## src/rtl/kwdt_pkg.sv

```systemverilog
package kwdt_pkg;
  localparam int BUS_W = 16;
  localparam int REG_W = 8;
  localparam logic [7:0] KEY_COUNT = 8'h5A;
  localparam logic [7:0] KEY_CTRL  = 8'hA5;

  typedef struct packed {
    logic       run;
    logic       wdog;
    logic       rsel;
    logic       wflag;
    logic       iflag;
    logic [2:0] clk_sel;
  } ctrl_t;
endpackage

```

## src/rtl/kwdt_regs.sv

```systemverilog
module kwdt_regs
  import kwdt_pkg::*;
(
  input  logic             clk,
  input  logic             rst_n,
  input  logic             bus_wr,
  input  logic             bus_sel,
  input  logic [BUS_W-1:0] bus_wdata,
  input  logic             wovf_set,
  input  logic             iovf_set,
  output ctrl_t            ctrl,
  output logic             cnt_we,
  output logic [REG_W-1:0] cnt_wdata
);
  logic [7:0] key;
  logic       ctrl_we;

  assign key       = bus_wdata[BUS_W-1:REG_W];
  assign ctrl_we   = bus_wr && bus_sel && (key == KEY_CTRL);
  assign cnt_we    = bus_wr && !bus_sel && (key == KEY_COUNT);
  assign cnt_wdata = bus_wdata[REG_W-1:0];

  always_ff @(posedge clk or negedge rst_n) begin
    if (!rst_n) begin
      ctrl <= '0;
    end else begin
      if (ctrl_we) begin
        ctrl.run     <= bus_wdata[7];
        ctrl.wdog    <= bus_wdata[6];
        ctrl.rsel    <= bus_wdata[5];
        ctrl.wflag   <= ctrl.wflag & bus_wdata[4];
        ctrl.iflag   <= ctrl.iflag & bus_wdata[3];
        ctrl.clk_sel <= bus_wdata[2:0];
      end
      if (wovf_set) ctrl.wflag <= 1'b1;
      if (iovf_set) ctrl.iflag <= 1'b1;
    end
  end

  // a control write with the wrong key leaves the word untouched
  assert_ctrl_key_guard_R2: assert property (@(posedge clk) disable iff (!rst_n)
    (bus_wr && bus_sel && key != KEY_CTRL && !wovf_set && !iovf_set) |=> $stable(ctrl));

  // flags only rise from hardware overflow
  assert_wflag_hw_only_R9: assert property (@(posedge clk) disable iff (!rst_n)
    (!wovf_set) |=> !$rose(ctrl.wflag));
  assert_iflag_hw_only_R9: assert property (@(posedge clk) disable iff (!rst_n)
    (!iovf_set) |=> !$rose(ctrl.iflag));
endmodule

```

## src/rtl/kwdt_prescale.sv

```systemverilog
module kwdt_prescale #(
  parameter int BASE_LOG2 = 5,
  parameter int SEL_N     = 8,
  localparam int SEL_W    = $clog2(SEL_N),
  localparam int PRE_W    = BASE_LOG2 + SEL_N - 1
) (
  input  logic             clk,
  input  logic             rst_n,
  input  logic             run,
  input  logic             restart,
  input  logic [SEL_W-1:0] clk_sel,
  output logic             tick
);
  logic [PRE_W-1:0] pre;
  logic [PRE_W-1:0] lim_tab [SEL_N];
  logic [PRE_W-1:0] cur_lim;

  for (genvar g = 0; g < SEL_N; g++) begin : g_lim
    localparam longint unsigned LIMV = (64'd1 << (BASE_LOG2 + g)) - 64'd1;
    assign lim_tab[g] = LIMV[PRE_W-1:0];
  end

  assign cur_lim = lim_tab[clk_sel];
  assign tick    = run && (pre >= cur_lim);

  always_ff @(posedge clk or negedge rst_n) begin
    if (!rst_n)               pre <= '0;
    else if (!run || restart) pre <= '0;
    else if (tick)            pre <= '0;
    else                      pre <= pre + 1'b1;
  end

  // after a restart the next step is a full period away
  assert_restart_phase_R10: assert property (@(posedge clk) disable iff (!rst_n)
    restart |=> !tick);
endmodule

```

## src/rtl/kwdt_counter.sv

```systemverilog
module kwdt_counter
  import kwdt_pkg::*;
(
  input  logic             clk,
  input  logic             rst_n,
  input  logic             tick,
  input  logic             cnt_we,
  input  logic [REG_W-1:0] cnt_wdata,
  input  logic             wdog,
  output logic [REG_W-1:0] cnt,
  output logic             wovf_set,
  output logic             iovf_set
);
  logic ovf;

  assign ovf      = tick && !cnt_we && (cnt == {REG_W{1'b1}});
  assign wovf_set = ovf && wdog;
  assign iovf_set = ovf && !wdog;

  always_ff @(posedge clk or negedge rst_n) begin
    if (!rst_n)      cnt <= '0;
    else if (cnt_we) cnt <= cnt_wdata;
    else if (tick)   cnt <= cnt + 1'b1;
  end

  // without a step or a write the count holds
  assert_hold_idle_R6: assert property (@(posedge clk) disable iff (!rst_n)
    (!tick && !cnt_we) |=> $stable(cnt));
  // a step at 0xFF wraps to zero
  assert_wrap_zero_R5: assert property (@(posedge clk) disable iff (!rst_n)
    (wovf_set || iovf_set) |=> (cnt == '0));
  // one overflow never sets both flags
  assert_one_flag_R8: assert property (@(posedge clk) disable iff (!rst_n)
    !(wovf_set && iovf_set));
endmodule

```

## src/rtl/kwdt_resp.sv

```systemverilog
module kwdt_resp #(
  parameter int HOLD = 16,
  localparam int HW  = $clog2(HOLD + 1)
) (
  input  logic clk,
  input  logic rst_n,
  input  logic wovf_set,
  input  logic rsel,
  output logic rst_req,
  output logic rst_kind
);
  logic [HW-1:0] hold;

  always_ff @(posedge clk or negedge rst_n) begin
    if (!rst_n) begin
      hold     <= '0;
      rst_kind <= 1'b0;
    end else if (wovf_set) begin
      hold     <= HW'(HOLD);
      rst_kind <= rsel;
    end else if (hold != '0) begin
      hold     <= hold - 1'b1;
    end
  end

  assign rst_req = (hold != '0);

  // a watchdog overflow raises the request with the chosen kind
  assert_wd_request_R7: assert property (@(posedge clk) disable iff (!rst_n)
    wovf_set |=> (rst_req && rst_kind == $past(rsel)));
  // the kind only changes at an overflow
  assert_kind_stable_R7: assert property (@(posedge clk) disable iff (!rst_n)
    !wovf_set |=> $stable(rst_kind));
endmodule

```

## src/rtl/kwdt_top.sv

```systemverilog
module kwdt_top
  import kwdt_pkg::*;
#(
  parameter int BASE_LOG2 = 5,
  parameter int SEL_N     = 8,
  parameter int RST_HOLD  = 16
) (
  input  logic        clk,
  input  logic        rst_n,
  input  logic        bus_wr,
  input  logic        bus_sel,
  input  logic [15:0] bus_wdata,
  output logic [15:0] bus_rdata,
  output logic        rst_req,
  output logic        rst_kind,
  output logic        tmr_irq
);
  ctrl_t            ctrl;
  logic             cnt_we;
  logic [REG_W-1:0] cnt_wdata;
  logic [REG_W-1:0] cnt;
  logic             wovf_set;
  logic             iovf_set;
  logic             tick;

  kwdt_regs u_regs (
    .clk(clk), .rst_n(rst_n), .bus_wr(bus_wr), .bus_sel(bus_sel),
    .bus_wdata(bus_wdata), .wovf_set(wovf_set), .iovf_set(iovf_set),
    .ctrl(ctrl), .cnt_we(cnt_we), .cnt_wdata(cnt_wdata)
  );

  kwdt_prescale #(.BASE_LOG2(BASE_LOG2), .SEL_N(SEL_N)) u_pre (
    .clk(clk), .rst_n(rst_n), .run(ctrl.run), .restart(cnt_we),
    .clk_sel(ctrl.clk_sel), .tick(tick)
  );

  kwdt_counter u_cnt (
    .clk(clk), .rst_n(rst_n), .tick(tick), .cnt_we(cnt_we),
    .cnt_wdata(cnt_wdata), .wdog(ctrl.wdog), .cnt(cnt),
    .wovf_set(wovf_set), .iovf_set(iovf_set)
  );

  kwdt_resp #(.HOLD(RST_HOLD)) u_resp (
    .clk(clk), .rst_n(rst_n), .wovf_set(wovf_set), .rsel(ctrl.rsel),
    .rst_req(rst_req), .rst_kind(rst_kind)
  );

  assign tmr_irq   = ctrl.iflag;
  assign bus_rdata = {8'h00, bus_sel ? ctrl : cnt};

  // an interval overflow never requests a reset
  assert_irq_no_reset_R8: assert property (@(posedge clk) disable iff (!rst_n)
    (iovf_set && !rst_req) |=> !rst_req);
endmodule

```

## config.mk

```make
export PLATFORM = sky130hd
export DESIGN_NAME = kwdt_top
export DESIGN_NICKNAME = d
export VERILOG_FILES = /design/src/rtl/kwdt_pkg.sv /design/src/rtl/kwdt_regs.sv /design/src/rtl/kwdt_prescale.sv /design/src/rtl/kwdt_counter.sv /design/src/rtl/kwdt_resp.sv /design/src/rtl/kwdt_top.sv
export SDC_FILE = /design/constraint.sdc
export NUM_CORES = 1
export LEC_CHECK = 0
export ABC_AREA = 1
export ABC_CLOCK_PERIOD_IN_PS = 6390
export CAP_MARGIN = 20
export CORE_UTILIZATION = 32
export DETAILED_ROUTE_END_ITERATION = 7
export PLACE_DENSITY_LB_ADDON = 0.25
export SLEW_MARGIN = 5
export SYNTH_ARGS = -nofsm -noshare
export SYNTH_HDL_FRONTEND = slang
export SYNTH_HIERARCHICAL = 1
export SYNTH_SLANG_ARGS = --single-unit
```

## constraint.sdc

```tcl
create_clock -name clk -period 6.39 [get_ports clk]
set_clock_uncertainty 0.1 [all_clocks]
set_input_delay 1.278 -clock clk [delete_from_list [all_inputs] [get_ports clk]]
set_output_delay 1.278 -clock clk [all_outputs]
set_load 0.05 [all_outputs]
```

Yosys cells after proc, flatten, opt, wreduce, memory -nomap -nowiden

Memory sizes are Yosys's and may differ from the RTL's.
Cells that the tools add are included.

Bits in writable memories: 0
Bits in latches: 0
Flip-flop bits (word level): 34
Bits in read-only memories: 96
Memories kept: 1
Input bits: 20

Memory list:

| memory          | depth | bits a word | read ports | clocked after memory_dff | write ports | RTL line            | source |
|---|---|---|---|---|---|---|---|
| (no name shown) | 8     | 12          | 1          | 0                        | 0           | kwdt_prescale.sv:23 | `assign cur_lim = lim_tab[clk_sel];` |

Multipliers: 0
$add $sub $neg: 3
Multiplexer cells: 12
Div/mod/pow operators: 0
Bitwise logic cells: 3
Shifts and indexed selects: 0
Reduce and logical (&&, ||, !) cells: 19
$lt $le $gt $ge: 2
Equality and inequality tests: 3

Operators with widths:

| cell                  | number |
|---|---|
| $mux 12               | 4 |
| $mux 8                | 3 |
| $eq 8x8->1 const B    | 2 |
| $mux 5                | 3 |
| $add 12x1->12 const B | 1 |
| $ge 12x12->1          | 1 |
| $logic_and 1x1->1     | 9 |
| $add 8x1->8 const B   | 1 |
| $eq 8x7->1 const B    | 1 |
| $reduce_bool 2->1     | 4 |
| $reduce_bool 5->1     | 1 |
| $sub 5x1->5 const B   | 1 |
| $ge 4x4->1 const B    | 1 |
| $logic_not 1->1       | 4 |
| $not 3->4             | 1 |
| $and 1x1->1           | 2 |
| $mux 1                | 2 |
| $logic_or 1x1->1      | 1 |

Depth between registers and ports, before layout

Word-level depth: 10
Gate-level depth with buffers: 15
Depth with buffers taken out: 15

Modules after synthesis

Netlist, hierarchy kept.

Modules (own cells, without submodules):

| module        | cells each | times used | area an instance (µm²) |
|---|---|---|---|
| kwdt_prescale | 105        | 1          | 839.6 |
| kwdt_counter  | 69         | 1          | 553.0 |
| kwdt_regs     | 67         | 1          | 536.8 |
| kwdt_resp     | 37         | 1          | 296.5 |
| kwdt_top      | 35         | 1          | 168.9 |

Worst setup path after synthesis

OpenSTA, ideal clock, no wires.

Kind: input-to-output
Start point: in bus_sel
End point: out bus_rdata[2]
Arrival time: 1.872 ns
Cell stages on the path: 4
Slack: 3.140 ns
Cell sequence: buf_6 -> inv_2 -> nand2_1 -> nand2_1

Word-level cells in the longest chain between the ends: 1

Ends and longest elaborated chain:

| element     | RTL line       | source |
|---|---|---|
| from (decl) | kwdt_top.sv:11 | `input logic bus_sel,` |
| $mux 8      | kwdt_top.sv:49 | `assign bus_rdata = {8'h00, bus_sel ? ctrl : cnt};` |
| to (decl)   | kwdt_top.sv:13 | `output logic [15:0] bus_rdata,` |

Every way passes these cells.

Worst setup path after layout

Start point: in bus_sel
End point: out bus_rdata[7]

The elaborated chain is that of the path after synthesis.

==> impl_metrics.ini <==
[outcome]
outcome = completed

[clock_network]
cts-buffers-inserted = 5
cts_tree = yes
ctsRootBufferMaster = sky130_fd_sc_hd__clkbuf_8
post-cts-setup-buffer-count = 0
clock_insertion_delay_worst_skew_ns = 0.29
cts-resized-gates = 0
numClockSinks = 34
postCtsHoldBufs = 0
clock_pin_transition_on_the_worst_setup_and_hold_timing_paths_ns = 0.08
cts_max_path_buffers = 2
htree_levels = 2

[placed_design]
dp_hpwl_microns = 3930
port_buffers = 30
pre_cts_ws_ns = 1.91
placed_cells_incl_taps = 433
post_dp_cell_area_sq_um = 2720
gp_congestion = 0.785

[sta]
fin_hold_ws_ns = 0.376
worst_tran_pin_value_ns = 0.502
finalCritPeriodShare = 0.703
hold_viol_final = 0
finalSetupViolCount = 0
totalNegativeSetupSlack_ns = 0
post-route-min-period_ns = 4.49
max_slew_headroom = 0.664
max_clock_freq_ghz = 0.223
unrepaired_setup_endpoints_after_global_routing = false
drv_slew = 0
finalWorstSetupSlack_ns = 1.90

[global_route]
gr-usage-met3 = 0.0401
track_usage = 0.141
grt_first_pass_wirelength_microns = 8410
grt_util_met2 = 0.238
grt_remaining_overflow = 0
grt.busiest_layer = met2
gr-usage-met1 = 0.180
grt_antenna_before_repair = 0
grt_max_degree = 35
first_global_vias = 1793

[route]
vias = 1979
vias_per_cell = 4.49
detail_route.iter0.violations = 79
first_pass_iters = 6
antenna_left = 0
drt_drc_violations_left = 0
detail_route.wirelength_microns = 5050
detail_route.wl_per_cell_microns = 11.5

[final_layout]
commonest_cells_after_routing_fill_and_taps_aside = sky130_fd_sc_hd__nand2_1, sky130_fd_sc_hd__dfrtp_1, sky130_fd_sc_hd__clkdlybuf4s50_1, sky130_fd_sc_hd__nor2_1, sky130_fd_sc_hd__inv_1
num-fill-cells = 773
layoutNonFillerInstCount = 441
stdcell_area_sq_um = 2830
n_antenna_cell = 0
layout_commonest_cell = sky130_fd_sc_hd__nand2_1
multi_input_area_sq_um = 1280
final-seq-area_sq_um = 851
layout-drive-gt1-share = 0.155
fin_util = 0.390
syn2layout_area_growth_pct = 18.0
nets = 371

[die]
ios = 39
dieWidth_microns = 88.5
initial_core_util = 0.330
die_height_microns = 88.5
fp-row-count = 31
fp.dieArea_sq_um = 7830
placeableCoreArea_sq_um = 7250

[synthesis]
post_synthesis_cell_area_sq_um = 2390
synth_warnings = 6
synth_enable_flop_cells = 0
async_reset_ff_frac = 1.00
synth.ff_latch_count = 34
syn_avg_cell_area_sq_um = 7.65
postSynth.topFlopCell = sky130_fd_sc_hd__dfrtp_1
sequential_share_of_the_synthesized_area = 0.355
syn_inst_count = 313
post_synth_num_cell_types = 33

[setup_path]
worstPathArrival_ns = 3.11
critical_path.endpoint_type = output pin
rr_startpoint = u_regs/ctrl[2]
criticalPathCategory = in2out
timing.critical_path.from = bus_sel
critical_path_peak_fanout = 11
timing.critical_path.required_ns = 5.01
critPathLaunchType = input port

[worst_hold_path]
hold_path_startpoint = u_resp/hold[4]
worst_hold_path_type = reg2reg

[run]
max-cap-violations = 0

[power]
static-leakage-power_nw = 1.39
pwr_density_cell_nw_per_um2 = 167
max-vdd-ir-drop_mv = 0.0891
fin_total_pwr_mw = 0.471
==> cell usage after synthesis, types with 5 or more instances <==
library cell               n  area (sq um)
sky130_fd_sc_hd__nand2_1  93           349
sky130_fd_sc_hd__dfrtp_1  34           851
sky130_fd_sc_hd__nor2_1   30           113
sky130_fd_sc_hd__inv_1    28           105
sky130_fd_sc_hd__nand3_1  20           100
sky130_fd_sc_hd__buf_4    16           120
sky130_fd_sc_hd__ha_1     10           125
sky130_fd_sc_hd__nand4_1  10          62.6
sky130_fd_sc_hd__nand2_2   8          50.1
sky130_fd_sc_hd__nor2_2    7          43.8
sky130_fd_sc_hd__a22oi_1   6          45.0
sky130_fd_sc_hd__inv_2     6          22.5
sky130_fd_sc_hd__nand3_2   6          60.1
sky130_fd_sc_hd__nor2_4    5          56.3
sky130_fd_sc_hd__xor2_1    5          43.8
==> area by class of cell <==
class	count	share of cell area
Multi-Input combinational cell	231	0.454
Tap cell	99	0.0438
Clock buffer	5	0.0243
Clock inverter	3	0.0142
Inverter	37	0.0509
Sequential cell	34	0.301
Timing Repair Buffer	32	0.112
==> power by group <==
group,internal (mW),switching [mW]
logic,0.0187,0.0356
clock network,0.115,0.0801
registers,0.218,0.00422
total,0.351,0.120
==> metal layers <==
metal | vias up | routed length [microns]
li1 | 1022 | -
met1 | 900 | 2420
met2 | 50 | 2310
met3 | 7 | 249
met4 | 0 | 63
met5 | - | 0
==> final timing paths <==
check                                 end  slack, ns  cells after the start
max                          bus_rdata[7]       1.90                      5
min                        u_resp/hold[4]       0.38                      2
max reg2reg                u_resp/hold[0]       3.52                     15
min reg2reg                u_resp/hold[4]       0.38                      2
max in group asynchronous   u_pre/pre[11]       4.57                      2
min in group asynchronous    u_cnt/cnt[4]       1.30                      2
==> cell families (layout without fill, tap and decap cells) <==
kind of cell               after synthesis  count (layout)  share of synthesized area
xor gates and xnor gates                 7               7                     0.0256
other                                    1               8                    0.00157
adders and majority gates               10              10                     0.0522
buffers and inverters                   55              77                      0.120
DFF                                     34              34                      0.355
AOI/OAI and AO/OA                       17              17                     0.0475
and+or+nand+nor                        189             189                      0.398
==> registers in the layout, indices dropped and copies added, names as in the netlist <==
signal,flops
u_resp/hold,5
u_pre/pre,12
u_regs/ctrl,8
u_resp/rst_kind,1
u_cnt/cnt,8
==> worst max-delay path, stage by stage <==
cell                              delay [ns]
sky130_fd_sc_hd__clkdlybuf4s50_1        0.64
sky130_fd_sc_hd__inv_2                  0.25
sky130_fd_sc_hd__nand2_1                0.08
sky130_fd_sc_hd__nand2_1                0.07
sky130_fd_sc_hd__clkdlybuf4s50_1        0.80
Power figures use the tool's default switching activity.
